===== src/rtl/hzd_pkg.sv =====
package hzd_pkg;
  // Slot order, youngest first; the order is the forwarding priority.
  localparam int SLOT_EX   = 0;
  localparam int SLOT_MEM  = 1;
  localparam int SLOT_WB   = 2;
  localparam int SLOT_RET  = 3;
  localparam int PIPE_SLOTS = 3;
  localparam int NUM_SRC    = 2;

  function automatic int slot_count(input bit sync_rf);
    return sync_rf ? PIPE_SLOTS + 1 : PIPE_SLOTS;
  endfunction

  // Forward permission per slot: {retired, wb, mem, ex}; retired always allowed.
  function automatic logic [3:0] fwd_mask(input bit byp_ex, input bit byp_mem,
                                          input bit byp_wb);
    return {1'b1, byp_wb, byp_mem, byp_ex};
  endfunction
endpackage


===== src/rtl/hzd_retire_slot.sv =====
module hzd_retire_slot #(
  parameter int DATA_W = 32,
  parameter int REG_AW = 5
) (
  input  logic              clk,
  input  logic              rst,
  input  logic              in_wr,
  input  logic [REG_AW-1:0] in_rd,
  input  logic [DATA_W-1:0] in_val,
  output logic              q_wr,
  output logic [REG_AW-1:0] q_rd,
  output logic [DATA_W-1:0] q_val
);
  always_ff @(posedge clk) begin
    if (rst) begin
      q_wr  <= 1'b0;
      q_rd  <= '0;
      q_val <= '0;
    end else begin
      q_wr  <= in_wr;
      q_rd  <= in_rd;
      q_val <= in_val;
    end
  end
endmodule


===== src/rtl/hzd_src_resolve.sv =====
module hzd_src_resolve #(
  parameter int DATA_W = 32,
  parameter int REG_AW = 5,
  parameter int NSLOT  = 3,
  parameter logic [NSLOT-1:0] FWD_OK = '1
) (
  input  logic              src_use,
  input  logic [REG_AW-1:0] src_idx,
  input  logic [DATA_W-1:0] rf_val,
  input  logic              slot_wr  [NSLOT],
  input  logic [REG_AW-1:0] slot_rd  [NSLOT],
  input  logic              slot_rdy [NSLOT],
  input  logic [DATA_W-1:0] slot_val [NSLOT],
  output logic              hazard,
  output logic [DATA_W-1:0] operand
);
  logic             live;
  logic [NSLOT-1:0] hit;

  assign live = src_use && (src_idx != '0);

  for (genvar i = 0; i < NSLOT; i++) begin : g_cmp
    assign hit[i] = live && slot_wr[i] && (slot_rd[i] == src_idx);
  end

  // Walk oldest to youngest so that the youngest match is applied last.
  always_comb begin
    operand = rf_val;
    hazard  = 1'b0;
    for (int i = NSLOT - 1; i >= 0; i--) begin
      if (hit[i]) begin
        operand = slot_val[i];
        hazard  = !(slot_rdy[i] && FWD_OK[i]);
      end
    end
  end
endmodule


===== src/rtl/operand_hazard_unit.sv =====
module operand_hazard_unit #(
  parameter int DATA_W  = 32,
  parameter int REG_AW  = 5,
  parameter bit BYP_EX  = 1'b1,
  parameter bit BYP_MEM = 1'b1,
  parameter bit BYP_WB  = 1'b1,
  parameter bit SYNC_RF = 1'b1
) (
  input  logic              clk,
  input  logic              rst,
  input  logic              dec_rs1_use,
  input  logic              dec_rs2_use,
  input  logic [REG_AW-1:0] dec_rs1,
  input  logic [REG_AW-1:0] dec_rs2,
  input  logic [DATA_W-1:0] rf_rs1_data,
  input  logic [DATA_W-1:0] rf_rs2_data,
  input  logic              ex_wr,
  input  logic [REG_AW-1:0] ex_rd,
  input  logic              ex_ready,
  input  logic [DATA_W-1:0] ex_result,
  input  logic              mem_wr,
  input  logic [REG_AW-1:0] mem_rd,
  input  logic              mem_ready,
  input  logic [DATA_W-1:0] mem_result,
  input  logic              wb_wr,
  input  logic [REG_AW-1:0] wb_rd,
  input  logic              wb_ready,
  input  logic [DATA_W-1:0] wb_result,
  output logic              dec_stall,
  output logic [DATA_W-1:0] dec_op1,
  output logic [DATA_W-1:0] dec_op2
);
  import hzd_pkg::*;

  localparam int NSLOT = slot_count(SYNC_RF);
  localparam logic [NSLOT-1:0] FWD_OK = NSLOT'(fwd_mask(BYP_EX, BYP_MEM, BYP_WB));

  logic              s_wr  [NSLOT];
  logic [REG_AW-1:0] s_rd  [NSLOT];
  logic              s_rdy [NSLOT];
  logic [DATA_W-1:0] s_val [NSLOT];

  assign s_wr[SLOT_EX]   = ex_wr;
  assign s_rd[SLOT_EX]   = ex_rd;
  assign s_rdy[SLOT_EX]  = ex_ready;
  assign s_val[SLOT_EX]  = ex_result;
  assign s_wr[SLOT_MEM]  = mem_wr;
  assign s_rd[SLOT_MEM]  = mem_rd;
  assign s_rdy[SLOT_MEM] = mem_ready;
  assign s_val[SLOT_MEM] = mem_result;
  assign s_wr[SLOT_WB]   = wb_wr;
  assign s_rd[SLOT_WB]   = wb_rd;
  assign s_rdy[SLOT_WB]  = wb_ready;
  assign s_val[SLOT_WB]  = wb_result;

  if (SYNC_RF) begin : g_sync
    // The synchronous read missed the write that retired at the last edge.
    logic              ret_wr;
    logic [REG_AW-1:0] ret_rd;
    logic [DATA_W-1:0] ret_val;

    hzd_retire_slot #(.DATA_W(DATA_W), .REG_AW(REG_AW)) u_ret (
      .clk   (clk),
      .rst   (rst),
      .in_wr (wb_wr),
      .in_rd (wb_rd),
      .in_val(wb_result),
      .q_wr  (ret_wr),
      .q_rd  (ret_rd),
      .q_val (ret_val)
    );

    assign s_wr[NSLOT-1]  = ret_wr;
    assign s_rd[NSLOT-1]  = ret_rd;
    assign s_rdy[NSLOT-1] = 1'b1;
    assign s_val[NSLOT-1] = ret_val;
  end

  logic              src_use [NUM_SRC];
  logic [REG_AW-1:0] src_idx [NUM_SRC];
  logic [DATA_W-1:0] src_rf  [NUM_SRC];
  logic [DATA_W-1:0] src_op  [NUM_SRC];
  logic [NUM_SRC-1:0] src_haz;

  assign src_use[0] = dec_rs1_use;
  assign src_use[1] = dec_rs2_use;
  assign src_idx[0] = dec_rs1;
  assign src_idx[1] = dec_rs2;
  assign src_rf[0]  = rf_rs1_data;
  assign src_rf[1]  = rf_rs2_data;

  for (genvar s = 0; s < NUM_SRC; s++) begin : g_src
    hzd_src_resolve #(
      .DATA_W(DATA_W), .REG_AW(REG_AW), .NSLOT(NSLOT), .FWD_OK(FWD_OK)
    ) u_res (
      .src_use (src_use[s]),
      .src_idx (src_idx[s]),
      .rf_val  (src_rf[s]),
      .slot_wr (s_wr),
      .slot_rd (s_rd),
      .slot_rdy(s_rdy),
      .slot_val(s_val),
      .hazard  (src_haz[s]),
      .operand (src_op[s])
    );
  end

  assign dec_stall = |src_haz;
  assign dec_op1   = src_op[0];
  assign dec_op2   = src_op[1];
endmodule


===== config.mk =====
export PLATFORM = sky130hd
export DESIGN_NAME = operand_hazard_unit
export DESIGN_NICKNAME = d
export VERILOG_FILES = /design/src/rtl/hzd_pkg.sv /design/src/rtl/hzd_retire_slot.sv /design/src/rtl/hzd_src_resolve.sv /design/src/rtl/operand_hazard_unit.sv
export SDC_FILE = /design/constraint.sdc
export NUM_CORES = 1
export LEC_CHECK = 0
export BUFFER_PORTS_ARGS = -buffer_cell sky130_fd_sc_hd__clkbuf_2
export CORE_MARGIN = 5
export CORE_UTILIZATION = 40
export CTS_CLUSTER_SIZE = 20
export DETAILED_ROUTE_END_ITERATION = 7
export PLACE_DENSITY = 0.81
export SLEW_MARGIN = 0
export SYNTH_ARGS = -nofsm -noshare
export SYNTH_HDL_FRONTEND = slang
export SYNTH_SLANG_ARGS = --single-unit

===== constraint.sdc =====
create_clock -name clk -period 5.3 [get_ports clk]
set_input_delay 1.06 -clock clk [delete_from_list [all_inputs] [get_ports clk]]
set_output_delay 1.06 -clock clk [all_outputs]
set_load 0.01 [all_outputs]

==> key figures <==
Placement
  • IO Port Bufs: 259
  • Dpl cells: 878
  • Pre-CTS setup slack: 0.612 ns
  • GPL Wtd Cong: 0.873
  • Post-detail-place hpwl: 11300 um

Global route
  • Vias in the first global route: 4848
  • GRT Residual Overflow: 0
  • Largest net degree at the start of global routing: 39
  • Antenna violations before repair: 0
  • GRT Overall Usage: 21.9%
  • First-pass GRT wire length: 23000 um

Clock tree
  • CTS-repair resized insts: 0
  • CTS Buffer Depth: 2
  • CTS tree: done
  • Sink Count: 38
  • CTS H-Tree Depth: 2
  • Inserted Clock Buffers: 5
  • # Post-CTS Setup Buffers: 0
  • Register clock-pin slew on the reported worst setup and hold paths: 0.07 ns
  • CTS Hold Bufs: 0
  • Clk root buf: clkbuf_8

Setup path
  • Crit path required time: 4.24 ns
  • Setup crit start kind: primary input
  • Critical Path Sink Type: primary output
  • Max FO, Critical Path: 17
  • Critical path arrival: 3.61 ns
  • Critical Path Source: dec_rs2[0]
  • Worst Path Class, Setup: in -> out
  • Critical path endpoint: dec_op2[9]

Drt
  • Via/cell ratio: 5.49
  • Post-DRT Antenna Nets: 0
  • Vias: 4860
  • Drt wl/cell: 16.3 um
  • First-pass iteration count of the detailed router: 5
  • WL final: 14400 um
  • Starting DRT DRC Count: 254
  • DRC errors left: 0

Finish
  • Area growth from synthesis to layout: 32.0%
  • Area occupied by registers: 761 um^2
  • Number of fillers in the final layout: 1044
  • Fin nets: 944
  • Footprint of the multi-input gates: 2990 um^2
  • Non-filler cells, final: 885
  • Diode count: 0
  • Layout cells sized above 1: 37.9%

Floorplanning
  • DIE HEIGHT: 111 um
  • Die area: 12300 um^2
  • Number of I/O pins: 260
  • Initial Utilization: 40.3%
  • CORE AREA: 10100 um^2
  • Die X: 111 um
  • FP Rows: 37

Timing
  • Slew Limit Fails: 0
  • Post-layout worst setup margin: 0.632 ns
  • Period minus WS final: 4.67 ns
  • Slew headroom: 41.1%
  • RSZ-0062 raised after global routing: no
  • Final period util: 88.1%
  • Setup violations, final: 0
  • F_max: 214 MHz
  • Setup TNS: 0 ns
  • Hold Fails Final Rpt: 0
  • Actual slew at the worst max-slew pin: 0.882 ns

Pwr
  • P_int: 0.542 mW
  • Design Power: 0.784 mW
  • Clock share of power: 23.4%
  • NetSw: 0.241 mW
  • Peak VDD IR: 0.0796 mV
  • Leakage: 3.11 nW
  • Sequential share of power: 39.6%
  • Switch share: 30.8%
  • Combinational fraction of design power: 37.0%
  • PwrDens: 145 nW/um^2

Synthesis
  • Distinct cells, synth: 34
  • Adder-Cell Fraction of Synth Area: 0%
  • Avg Cell Area, Syn: 7.76 um^2
  • Simple-gate share of the synthesized area: 22.2%
  • Post-synthesis sequential element count: 38
  • Asr flop ratio synth: 0%
  • Syn Inst Count: 527
  • Multiplexer share of the synthesized area: 15.7%
  • Synth Area in XOR/XNOR: 8.57%
  • Prevailing post-synth register cell: dfxtp_1
  • Combinational family with the most area after synthesis: compound AO/OA/AOI/OAI gates
  • Number of synthesized flops with an enable pin: 0
  • Mapped Nets: 722
  • Area fraction in compound gates after synthesis: 26.6%
  • Post-Syn Area: 4090 um^2
  • Synth Warn #: 0
  • Register area share after synthesis: 18.6%

Job
  • Max Cap Viol: 0

Hold path
  • Hold Crit Class: in -> reg

Run status
  • Status: completed
==> logic make-up (layout without fill, tap and decap cells) <==
logic type,after synthesis,in the layout
flops,38,38
buf+inv,58,280
compound gates,134,134
xor+xnor,40,40
mux,64,64
simple gates,193,193
==> worst max-delay path, stage by stage <==
cell	delay (ns)
clkbuf_2	0.15
or4_1	0.54
o21a_1	0.25
and4_1	0.22
nor2_2	0.67
buf_4	0.38
a221o_1	0.19
clkbuf_2	0.13
==> state kept, by name, summed over array words and instances (netlist names) <==
signal / cells
g_sync.u_ret.q_wr: 1
g_sync.u_ret.q_rd: 5
g_sync.u_ret.q_val: 32
==> per-stage QoR <==
stage	hold slack (ns)	cell area, um^2	util (%)
3_3_place_gp	1.30	5320	52.5
6_report	1.03	5400	53.3
4_1_cts	1.01	5400	53.3
5_1_grt	1.02	5400	53.3
2_1_floorplan	1.19	4090	-
3_5_place_dp	1.31	5320	52.5
==> cells in the final DEF (no fill, tap or decap), types with 8 or more instances in the layout <==
master / instances
clkbuf_2: 259
a31oi_1: 31
xnor2_1: 12
nand2_1: 35
a221o_1: 32
a211o_1: 31
mux2i_1: 64
a211oi_1: 33
nor2b_1: 38
dfxtp_1: 38
buf_4: 14
xor2_1: 28
nor4_1: 8
nor2_1: 96
==> power groups by stage <==
stage / logic, mW / clock network (mW) / registers [mW]
after floorplan: 0.152 / 0 / 0.314
after global placement: 0.285 / 0 / 0.316
after detailed placement: 0.289 / 0 / 0.317
after CTS: 0.291 / 0.194 / 0.310
after global routing: 0.319 / 0.208 / 0.312
final: 0.290 / 0.183 / 0.310
==> synth_stat cells (2+ instances only) <==
master	n	area share, %
a211oi_1	33	6.1
a31oi_1	31	4.7
a221o_1	32	7.8
o21ai_0	3	0.37
xnor2_1	12	2.6
a211o_1	31	6.6
nor2b_1	38	5.8
buf_2	18	2.2
clkbuf_1	22	2.0
xor2_1	28	6.0
buf_1	4	0.37
nor4_1	8	1.2
nor2_1	96	8.8
mux2i_1	64	16
dfxtp_1	38	19
buf_4	3	0.55
buf_8	3	1.1
nand4_1	6	0.92
nand2_1	35	3.2
nor3_1	2	0.24
buf_6	7	1.9
==> worst min path at each step <==
stage,start,endpoint,cells after the start
after floorplan,wb_rd[0],g_sync.u_ret.q_rd[0],1
after global placement,wb_result[5],g_sync.u_ret.q_val[5],2
after detailed placement,wb_wr,g_sync.u_ret.q_wr,2
after CTS,wb_result[28],g_sync.u_ret.q_val[28],2
after global routing,wb_result[6],g_sync.u_ret.q_val[6],2
final,wb_result[6],g_sync.u_ret.q_val[6],2
==> layer usage <==
metal,track usage [%],wire (um),up-vias
li1,-,-,2387
met1,25.6,5790,2236
met2,40.7,7360,210
met3,4.31,992,27
met4,5.76,253,0
met5,0,0,-
==> final cells by class <==
type / count / share of cell area (%)
Clock buffer: 7 / 1.41
Multi-Input combinational cell: 431 / 55.4
Sequential cell: 38 / 14.1
Tap cell: 136 / 3.15
Timing Repair Buffer: 273 / 26.0
Power figures use the tool's default switching activity.
